## src/rtl/eth_rx_pkg.sv

```systemverilog
// Package: shared types and CRC arithmetic for the Ethernet receive engine.
// Assumes bits arrive least significant first, as on the 10 Mb/s serial line.
package eth_rx_pkg;

    typedef enum logic [1:0] {
        ST_HUNT = 2'd0,
        ST_DATA = 2'd1,
        ST_DROP = 2'd2
    } rx_state_t;

    localparam logic [7:0]  SFD_OCTET   = 8'hD5;
    localparam logic [31:0] CRC_POLY_R  = 32'hEDB88320;
    localparam logic [31:0] CRC_RESID_R = 32'hDEBB20E3;

    // Advance a reflected CRC-32 register by one byte, bit 0 first.
    function automatic logic [31:0] crc32_step(input logic [31:0] crc_in,
                                               input logic [7:0]  data);
        logic [31:0] c;
        c = crc_in;
        for (int i = 0; i < 8; i++) begin
            if (c[0] ^ data[i]) c = (c >> 1) ^ CRC_POLY_R;
            else                c = c >> 1;
        end
        return c;
    endfunction

endpackage

```

## src/rtl/rxp_shifter.sv

```systemverilog
// Module: serial-in window and byte-phase counter.
// Shifts one bit per enabled cycle into the top of a W-bit window, so the
// first bit lands at bit 0 after W shifts. The phase counter runs only when
// cnt_en is set and flags the cycle whose bit completes a byte.
// Assumes clr and shift_en are never both high.
module rxp_shifter #(
    parameter int W = 8
) (
    input  logic         clk,
    input  logic         rst_n,
    input  logic         shift_en,
    input  logic         cnt_en,
    input  logic         clr,
    input  logic         din,
    output logic [W-1:0] win,
    output logic         byte_done
);
    localparam int CW = (W > 1) ? $clog2(W) : 1;

    logic [W-1:0]  sh_q;
    logic [CW-1:0] cnt_q;

    assign win       = {din, sh_q[W-1:1]};
    assign byte_done = shift_en && cnt_en && (cnt_q == CW'(W - 1));

    // Window register: load the shifted value, clear while the carrier is off.
    always_ff @(posedge clk) begin
        if (!rst_n)        sh_q <= '0;
        else if (clr)      sh_q <= '0;
        else if (shift_en) sh_q <= win;
    end

    // Phase counter: counts bits inside a byte, wraps at each completed byte.
    always_ff @(posedge clk) begin
        if (!rst_n)                  cnt_q <= '0;
        else if (clr)                cnt_q <= '0;
        else if (byte_done)          cnt_q <= '0;
        else if (shift_en && cnt_en) cnt_q <= cnt_q + 1'b1;
    end

    AST_BYTE_WRAP: assert property (@(posedge clk) disable iff (!rst_n)
        byte_done |=> (cnt_q == '0));

endmodule

```

## src/rtl/rxp_crc.sv

```systemverilog
// Module: byte-wide CRC-32 checker.
// Presets to all ones on init, folds in one byte per upd, and reports
// whether the register equals the reflected 802.3 residue.
// Assumes init and upd are never both high.
module rxp_crc (
    input  logic       clk,
    input  logic       rst_n,
    input  logic       init,
    input  logic       upd,
    input  logic [7:0] data,
    output logic       crc_ok
);
    import eth_rx_pkg::*;

    logic [31:0] crc_q;

    assign crc_ok = (crc_q == CRC_RESID_R);

    // CRC register: preset at frame start, advance one byte per written byte.
    always_ff @(posedge clk) begin
        if (!rst_n)   crc_q <= '1;
        else if (init) crc_q <= '1;
        else if (upd)  crc_q <= crc32_step(crc_q, data);
    end

    AST_CRC_PRESET: assert property (@(posedge clk) disable iff (!rst_n)
        init |=> (crc_q == 32'hFFFF_FFFF));

endmodule

```

## src/rtl/rxp_len.sv

```systemverilog
// Module: saturating frame byte counter.
// Cleared at frame start, incremented per written byte, never exceeds MAX.
module rxp_len #(
    parameter int MAX = 1518,
    parameter int W   = 11
) (
    input  logic         clk,
    input  logic         rst_n,
    input  logic         clr,
    input  logic         inc,
    output logic [W-1:0] len,
    output logic         at_max
);
    assign at_max = (len == W'(MAX));

    // Byte count: clear on delimiter, count written bytes up to the cap.
    always_ff @(posedge clk) begin
        if (!rst_n)              len <= '0;
        else if (clr)            len <= '0;
        else if (inc && !at_max) len <= len + 1'b1;
    end

    AST_LEN_CAP: assert property (@(posedge clk) disable iff (!rst_n)
        len <= W'(MAX));

endmodule

```

## src/rtl/eth_rx_proto.sv

```systemverilog
// Module: Ethernet receive protocol controller (top).
// Takes one serial bit per clock while rx_crs is high. It finds the start
// delimiter, writes the following bytes to a FIFO port and ends the frame
// when the carrier falls. With the end strobe it reports the runt reject and
// the CRC result, and it cuts off frames longer than MAX_BYTES.
// Assumes the clock is the receive bit clock (one bit per cycle).
module eth_rx_proto #(
    parameter int MIN_BYTES = 64,
    parameter int MAX_BYTES = 1518,
    parameter int LEN_W     = $clog2(MAX_BYTES + 1)
) (
    input  logic             clk,
    input  logic             rst_n,
    input  logic             rx_crs,
    input  logic             rx_bit,
    output logic [7:0]       rx_byte,
    output logic             rx_byte_vld,
    output logic             rx_eof,
    output logic             rx_reject,
    output logic             rx_crc_err,
    output logic [LEN_W-1:0] rx_len,
    output logic             babble_irq
);
    import eth_rx_pkg::*;

    rx_state_t  state;
    logic [7:0] win;
    logic       byte_done;
    logic       sfd_hit;
    logic       wr_byte;
    logic       at_max;
    logic       crc_ok;

    assign sfd_hit = (state == ST_HUNT) && rx_crs && (win == SFD_OCTET);
    assign wr_byte = (state == ST_DATA) && byte_done && !at_max;

    rxp_shifter #(.W(8)) u_shift (
        .clk      (clk),
        .rst_n    (rst_n),
        .shift_en (rx_crs),
        .cnt_en   (state != ST_HUNT),
        .clr      (!rx_crs),
        .din      (rx_bit),
        .win      (win),
        .byte_done(byte_done)
    );

    rxp_len #(.MAX(MAX_BYTES), .W(LEN_W)) u_len (
        .clk   (clk),
        .rst_n (rst_n),
        .clr   (sfd_hit),
        .inc   (wr_byte),
        .len   (rx_len),
        .at_max(at_max)
    );

    rxp_crc u_crc (
        .clk   (clk),
        .rst_n (rst_n),
        .init  (sfd_hit),
        .upd   (wr_byte),
        .data  (win),
        .crc_ok(crc_ok)
    );

    // Frame state: hunt for the delimiter, take data, drop an over-long tail.
    always_ff @(posedge clk) begin
        if (!rst_n) begin
            state <= ST_HUNT;
        end else begin
            case (state)
                ST_HUNT: if (sfd_hit) state <= ST_DATA;
                ST_DATA: begin
                    if (!rx_crs)                  state <= ST_HUNT;
                    else if (byte_done && at_max) state <= ST_DROP;
                end
                ST_DROP: if (!rx_crs) state <= ST_HUNT;
                default: state <= ST_HUNT;
            endcase
        end
    end

    // FIFO write port: register each completed byte with a one-cycle strobe.
    always_ff @(posedge clk) begin
        if (!rst_n) begin
            rx_byte     <= '0;
            rx_byte_vld <= 1'b0;
        end else begin
            rx_byte_vld <= wr_byte;
            if (wr_byte) rx_byte <= win;
        end
    end

    // Frame-end strobes: eof, runt reject and CRC flag when the carrier drops.
    always_ff @(posedge clk) begin
        if (!rst_n) begin
            rx_eof     <= 1'b0;
            rx_reject  <= 1'b0;
            rx_crc_err <= 1'b0;
        end else begin
            rx_eof    <= 1'b0;
            rx_reject <= 1'b0;
            if (!rx_crs && state == ST_DATA) begin
                rx_eof     <= 1'b1;
                rx_reject  <= (rx_len < LEN_W'(MIN_BYTES));
                rx_crc_err <= !crc_ok;
            end else if (!rx_crs && state == ST_DROP) begin
                rx_eof     <= 1'b1;
                rx_crc_err <= 1'b1;
            end
        end
    end

    // Babble interrupt: pulse when a byte beyond the maximum completes.
    always_ff @(posedge clk) begin
        if (!rst_n) babble_irq <= 1'b0;
        else        babble_irq <= (state == ST_DATA) && byte_done && at_max;
    end

    AST_VLD_EOF_EXCL: assert property (@(posedge clk) disable iff (!rst_n)
        !(rx_byte_vld && rx_eof));
    AST_EOF_AFTER_DROP: assert property (@(posedge clk) disable iff (!rst_n)
        rx_eof |-> !$past(rx_crs));
    AST_REJ_WITH_EOF: assert property (@(posedge clk) disable iff (!rst_n)
        rx_reject |-> rx_eof);
    AST_BABBLE_PULSE: assert property (@(posedge clk) disable iff (!rst_n)
        babble_irq |=> !babble_irq);
    AST_DROP_NO_WRITE: assert property (@(posedge clk) disable iff (!rst_n)
        (state == ST_DROP) |=> !rx_byte_vld);
    AST_LEN_HOLD: assert property (@(posedge clk) disable iff (!rst_n)
        (state == ST_HUNT && $past(state) == ST_HUNT) |-> $stable(rx_len));
    AST_HUNT_SILENT: assert property (@(posedge clk) disable iff (!rst_n)
        ($past(state) == ST_HUNT) |-> !(rx_byte_vld || rx_eof));

endmodule

```

## config.mk

```make
export PLATFORM = sky130hd
export DESIGN_NAME = eth_rx_proto
export DESIGN_NICKNAME = d
export VERILOG_FILES = /design/src/rtl/eth_rx_pkg.sv /design/src/rtl/rxp_shifter.sv /design/src/rtl/rxp_crc.sv /design/src/rtl/rxp_len.sv /design/src/rtl/eth_rx_proto.sv
export SDC_FILE = /design/constraint.sdc
export NUM_CORES = 1
export LEC_CHECK = 0
export BUFFER_PORTS_ARGS = -buffer_cell sky130_fd_sc_hd__buf_2
export CORE_MARGIN = 4
export CORE_UTILIZATION = 50
export DETAILED_ROUTE_END_ITERATION = 7
export MAX_ROUTING_LAYER = met4
export PLACE_DENSITY_LB_ADDON = 0.12
export SLEW_MARGIN = 40
export SYNTH_ARGS = -nofsm -noshare
export SYNTH_HDL_FRONTEND = slang
export SYNTH_SLANG_ARGS = --single-unit
```

## constraint.sdc

```tcl
create_clock -name clk -period 4.3 [get_ports clk]
set_clock_uncertainty 0.2 [all_clocks]
set_input_delay 0.43 -clock clk [delete_from_list [all_inputs] [get_ports clk]]
set_output_delay 0.43 -clock clk [all_outputs]
set_load 0.03 [all_outputs]
```

## Word-level counts from Yosys, hierarchy flattened

Index checks and enable logic that the tools add are counted.

| operators by class | value |
|---|---|
| $add $sub $neg | 2 |
| $lt $le $gt $ge | 1 |
| equal/unequal tests | 9 |
| muxes and demuxes | 38 |
| bitwise operators | 18 |
| reduce and logical (&&, ||, !) cells | 22 |

Operators by type and width:

| kind | count |
|---|---|
| 2-to-1 mux 32 bit | 29 |
| inverter 13 -> 14 bit | 8 |
| == test 32 bit (second input constant) | 1 |
| adder 11 x 1 -> 11 bit (second input constant) | 1 |
| == test 11 bit (second input constant) | 1 |
| logical AND 1 bit | 11 |
| < comparator 11 x 7 -> 1 bit (second input constant) | 1 |
| == test 8 bit (second input constant) | 1 |
| 2-to-1 mux 2 bit | 4 |
| bitwise XOR 1 bit | 8 |
| one-hot mux 2 bit (3 select lines) | 1 |
| 2-to-1 mux 1 bit | 4 |
| inequality test 2 bit (second input constant) | 2 |
| AND reduction 2 bit | 2 |
| nonzero test 2 bit | 2 |
| adder 3 x 1 -> 3 bit (second input constant) | 1 |
| == test 3 bit (second input constant) | 1 |
| logical NOT 1 bit | 3 |
| inequality test 3 bit (second input constant) | 1 |
| AND reduction 3 bit | 1 |
| OR reduction 3 bit | 1 |
| == test 2 x 1 -> 1 bit (second input constant) | 1 |
| == test 2 bit (second input constant) | 1 |
| logical NOT 2 bit | 1 |
| other kinds (2) | 3 |

| word-level totals | value |
|---|---|
| register bits | 69 |
| input port bits | 4 |
| output and inout bits | 24 |

## Depth between registers and ports, before layout

| depth | value |
|---|---|
| word-level depth | 40 |
| mapped depth | 9 |

## Hierarchy

Synthesis repeated with hierarchy kept, for this count alone.

| unflattened totals | value |
|---|---|
| cells, all modules | 375 |
| area total of the unflattened synthesis | 3663.5 µm² |

Modules (own cells, without submodules):

| module | times used | cells an instance | area each (µm²) | seq. area each (µm²) |
|---|---|---|---|---|
| rxp_crc | 1 | 207 | 1991.9 | 640.6 |
| eth_rx_proto | 1 | 60 | 639.4 | 300.3 |
| rxp_len | 1 | 68 | 600.6 | 220.2 |
| rxp_shifter | 1 | 40 | 431.7 | 200.2 |

## Worst setup path before layout

OpenSTA, ideal clock, no wires.

| path | value |
|---|---|
| path kind | register to register |
| from | reg u_len.len[0] |
| to | reg u_crc.crc_q[5] |
| setup time | 0.141 ns |
| arrival time | 1.896 ns |
| required time | 3.959 ns |
| slack | 2.062 ns |
| stages on the path, launching flop included | 10 |
| path buffers | 3 |
| clock period less this slack | 2.238 ns |
| cell sequence | dfxtp_1 -> inv_1 -> ha_1 -> and4b_1 -> a31o_2 -> buf_2 -> buf_2 -> clkbuf_1 -> nand2_1 -> o211ai_1 |

| on the way | value |
|---|---|
| cells in the longest elaborated chain, start to end | 3 |

Ends and longest elaborated chain:

| item | line | text |
|---|---|---|
| start: declaration | rxp_len.sv:11 | `output logic [W-1:0] len,` |
| start signal: assignment | rxp_len.sv:20 | `else if (inc && !at_max) len <= len + 1'b1;` |
| == test 11 bit | rxp_len.sv:14 | `assign at_max = (len == W'(MAX));` |
| logical NOT 1 bit | eth_rx_proto.sv:35 | `assign wr_byte = (state == ST_DATA) && byte_done && !at_max;` |
| logical AND 1 bit | eth_rx_proto.sv:35 |  |
| end signal: assignment | rxp_crc.sv:23 | `else if (upd) crc_q <= crc32_step(crc_q, data);` |
| end: declaration | rxp_crc.sv:15 | `logic [31:0] crc_q;` |

No other way between the ends.
A chain may end at the register's enable or synchronous reset.

## Final worst setup path

| path | value |
|---|---|
| from | reg u_shift.cnt_q[0] |
| to | reg u_len.len[4] |

| on the way | value |
|---|---|
| cells in the longest elaborated chain, start to end | 5 |

Ends and longest elaborated chain:

| item | line | text |
|---|---|---|
| start: declaration | rxp_shifter.sv:21 | `logic [CW-1:0] cnt_q;` |
| start signal: assignment | rxp_shifter.sv:38 | `else if (shift_en && cnt_en) cnt_q <= cnt_q + 1'b1;` |
| == test 3 bit | rxp_shifter.sv:24 | `assign byte_done = shift_en && cnt_en && (cnt_q == CW'(W - 1));` |
| logical AND 1 bit | rxp_shifter.sv:24 |  |
| logical AND 1 bit (2 in series) | eth_rx_proto.sv:35 |  |
| logical AND 1 bit | rxp_len.sv:20 |  |

No other way between the ends.

==> flow_summary.yaml <==
clocking:
  cts.repair.resized: 0
  hold_buffers: 0
  clock_latency_ps: 340
  cts_tree: "built"
  h-tree-depth: 3
  root_buffer: "clkbuf_8"
  post_cts_buffers: 0
  numCtsBuffers: 9
  numClockSinks: 68
  cts.path.max_buffers: 2
  cts.clk_slew.worst_paths_ps: 70
sta:
  finalMaxSlewViolations: 0
  fmax_mhz: 377
  setup_ws_ps: 1640
  period_needed_ps: 2660
  tns_ps: 0
  maxSlewHeadroom: 0.505
  period_share: 0.618
  rsz0062_at_grt: "no"
  tightest_slew_ps: 739
  finalSetupViolCount: 0
  hold_violations: 0
outcome:
  status: "completed"
placed_design:
  placed_area_um2: 3770
  hpwl_mm: 5.45
  gp_congestion: 0.794
  dp_slack_ps: 1650
  port_buffers: 27
synth:
  yosysUniqueCellTypes: 43
  yosysSeqAreaShare: 0.382
  synth.area.top_cells: "dfxtp_1, xnor3_1, xnor2_1"
  synth_edf_count: 0
  syn_area_per_cell_um2: 10.2
  synth_top_area_share: 0.382
  synth_seq_cells: 68
  ys.flop_type: "dfxtp_1"
  synth_fp_nets: 357
  netlist_area_um2: 3560
  yosysTopAreaCell: "dfxtp_1"
  syn_inst: 349
  synth_async_sr_flop_share: 0
  yosysWarnings: 0
power_and_ir_drop:
  switching_share: 0.209
  seqPwrFrac: 0.480
  combPwrFrac: 0.044
  ir_drop_mv: 0.244
  power_switching_uw: 276
  pwr-share-clk: 0.476
  power.density_nw_per_um2: 328
  p_leak_nw: 1.73
  cellInternalPower_mw: 1.04
floorplanning:
  die_w_um: 92.4
  dieArea_um2: 8540
  io_pins: 28
  die_h_um: 92.4
  rows: 30
  core_area_um2: 6870
  start_util: 0.518
worst_setup_path:
  cp.required_ps: 4370
  cp-end-kind: "flip-flop"
  critPathArrivalTime_ps: 2730
  reg2reg_depth: 7
  path_class: "flip-flop to flip-flop"
  setup.worst_path.start: "u_shift.cnt_q[0]"
  regToRegStartpoint: "u_shift.cnt_q[0]"
  cp-start-kind: "flip-flop"
  cp_max_fo: 42
detailed_routing:
  vias: 2580
  drc: 0
  drt-initial-drc-count: 74
  finalWirelength_mm: 7.83
  avgRoutedWirePerCell_um: 16.6
  via_per_inst: 5.45
  detail-route-antenna-nets: 0
  dr.pass1.iters: 4
global_routing:
  grt_overflow: 0
  grt_max_degree: 43
  grt_pass1_wl_mm: 12.7
  first_global_vias: 2455
  grt_usage: 0.199
  antenna_found_initial: 0
layout:
  syn_to_final_growth_pct: 12.6
  final_cell_area_um2: 4010
  drive_gt1_frac: 0.175
  final_core_util: 0.584
  n_antenna_cell: 0
  final_nets: 380
job:
  cap_violations: 0
hold_path:
  worst_hold_startpoint: "rx_bit"
  min_path_type: "input pin to flip-flop"
  hold_depth: 3
==> stage by stage <==
stage / power [mW] / cells / hold WS (ps)
finish: 1.32 / 473 / 201
global route: 1.37 / 473 / 199
CTS: 1.33 / 473 / 180
detailed placement: 0.704 / 457 / 257
global placement: 0.703 / 457 / 252
floorplan: 0.690 / 349 / 261
==> flip-flops by register name, indices dropped and copies added, names as in the netlist <==
name / flops
rx_byte_vld: 1
u_shift.sh_q: 7
rx_eof: 1
rx_crc_err: 1
u_crc.crc_q: 32
rx_reject: 1
u_len.len: 11
u_shift.cnt_q: 3
state: 2
babble_irq: 1
rx_byte: 8
==> final timing paths <==
path	to	slack (ps)
setup reg to reg	u_len.len[4]	1640
setup / recovery	u_len.len[4]	1640
hold / removal	rx_byte[7]	200
hold reg to reg	rx_byte[7]	270
==> synth_stat cells (2+ instances only) <==
cell	count
a21boi_0	8
xnor2_4	4
or3_1	4
and3_1	8
nor4_1	7
buf_2	5
clkbuf_1	13
inv_1	3
nor3_1	3
nand4b_1	3
nand3_1	9
o21a_1	2
nor3b_1	4
xor2_1	14
a31oi_1	2
xor3_1	2
a2bb2oi_1	2
xnor2_1	25
nand2_1	46
and4b_1	2
o211ai_1	19
nor2b_1	2
a31o_2	2
or3b_2	2
nor4b_1	2
a21oi_1	17
nand4_1	7
ha_1	4
xnor3_1	15
dfxtp_1	68
o21ai_0	13
xnor2_2	7
nor2_1	15
==> cell type report <==
class / instances / area (µm²)
fillers: 585 / 2860
multi-input cells: 260 / 2120
flip-flops and latches: 68 / 1360
repair buffers: 30 / 158
clock buffers: 9 / 124
well taps: 96 / 120
clock inverters: 7 / 115
inverters: 3 / 11.3
==> cells by family after synthesis <==
kind of cell / synth area share
xor+xnor: 0.274
flops: 0.382
buf+inv: 0.0239
simple gates: 0.170
fa+ha+maj: 0.0141
compound gates: 0.136
==> power by group through the flow <==
stage / Clock, mW / Sequential (mW) / Combinational, mW
3_3_place_gp: 0 / 0.646 / 0.0573
5_1_grt: 0.674 / 0.631 / 0.0622
2_1_floorplan: 0 / 0.645 / 0.0447
4_1_cts: 0.641 / 0.631 / 0.0582
3_5_place_dp: 0 / 0.646 / 0.0580
6_report: 0.627 / 0.631 / 0.0582
==> layout by cell type, fill, tap and decap left out, types with 13 or more instances in the layout <==
| cell | n |
|---|---|
| nor2_1 | 15 |
| xor2_1 | 14 |
| xnor3_1 | 15 |
| o211ai_1 | 19 |
| a21oi_1 | 17 |
| nand2_1 | 46 |
| o21ai_0 | 13 |
| buf_2 | 27 |
| xnor2_1 | 25 |
| dfxtp_1 | 68 |
==> layer usage <==
metal | vias up | global-route usage | routed length [µm] | part of all wire
li1 | 1290 | - | - | -
met1 | 1232 | 0.278 | 3900 | 0.50
met2 | 47 | 0.280 | 3460 | 0.44
met3 | 11 | 0.0349 | 344 | 0.044
met4 | 0 | 0.0916 | 137 | 0.017
met5 | - | - | 0 | 0
==> worst max-delay path, cell delays in order, from the launching register on <==
cell	delay (ps)
dfxtp_1	350
ha_1	150
ha_1	230
nand4b_1	290
a31o_2	500
buf_4	330
or3_1	390
a21oi_1	140
No activity file was read; power rests on OpenSTA's default activity.
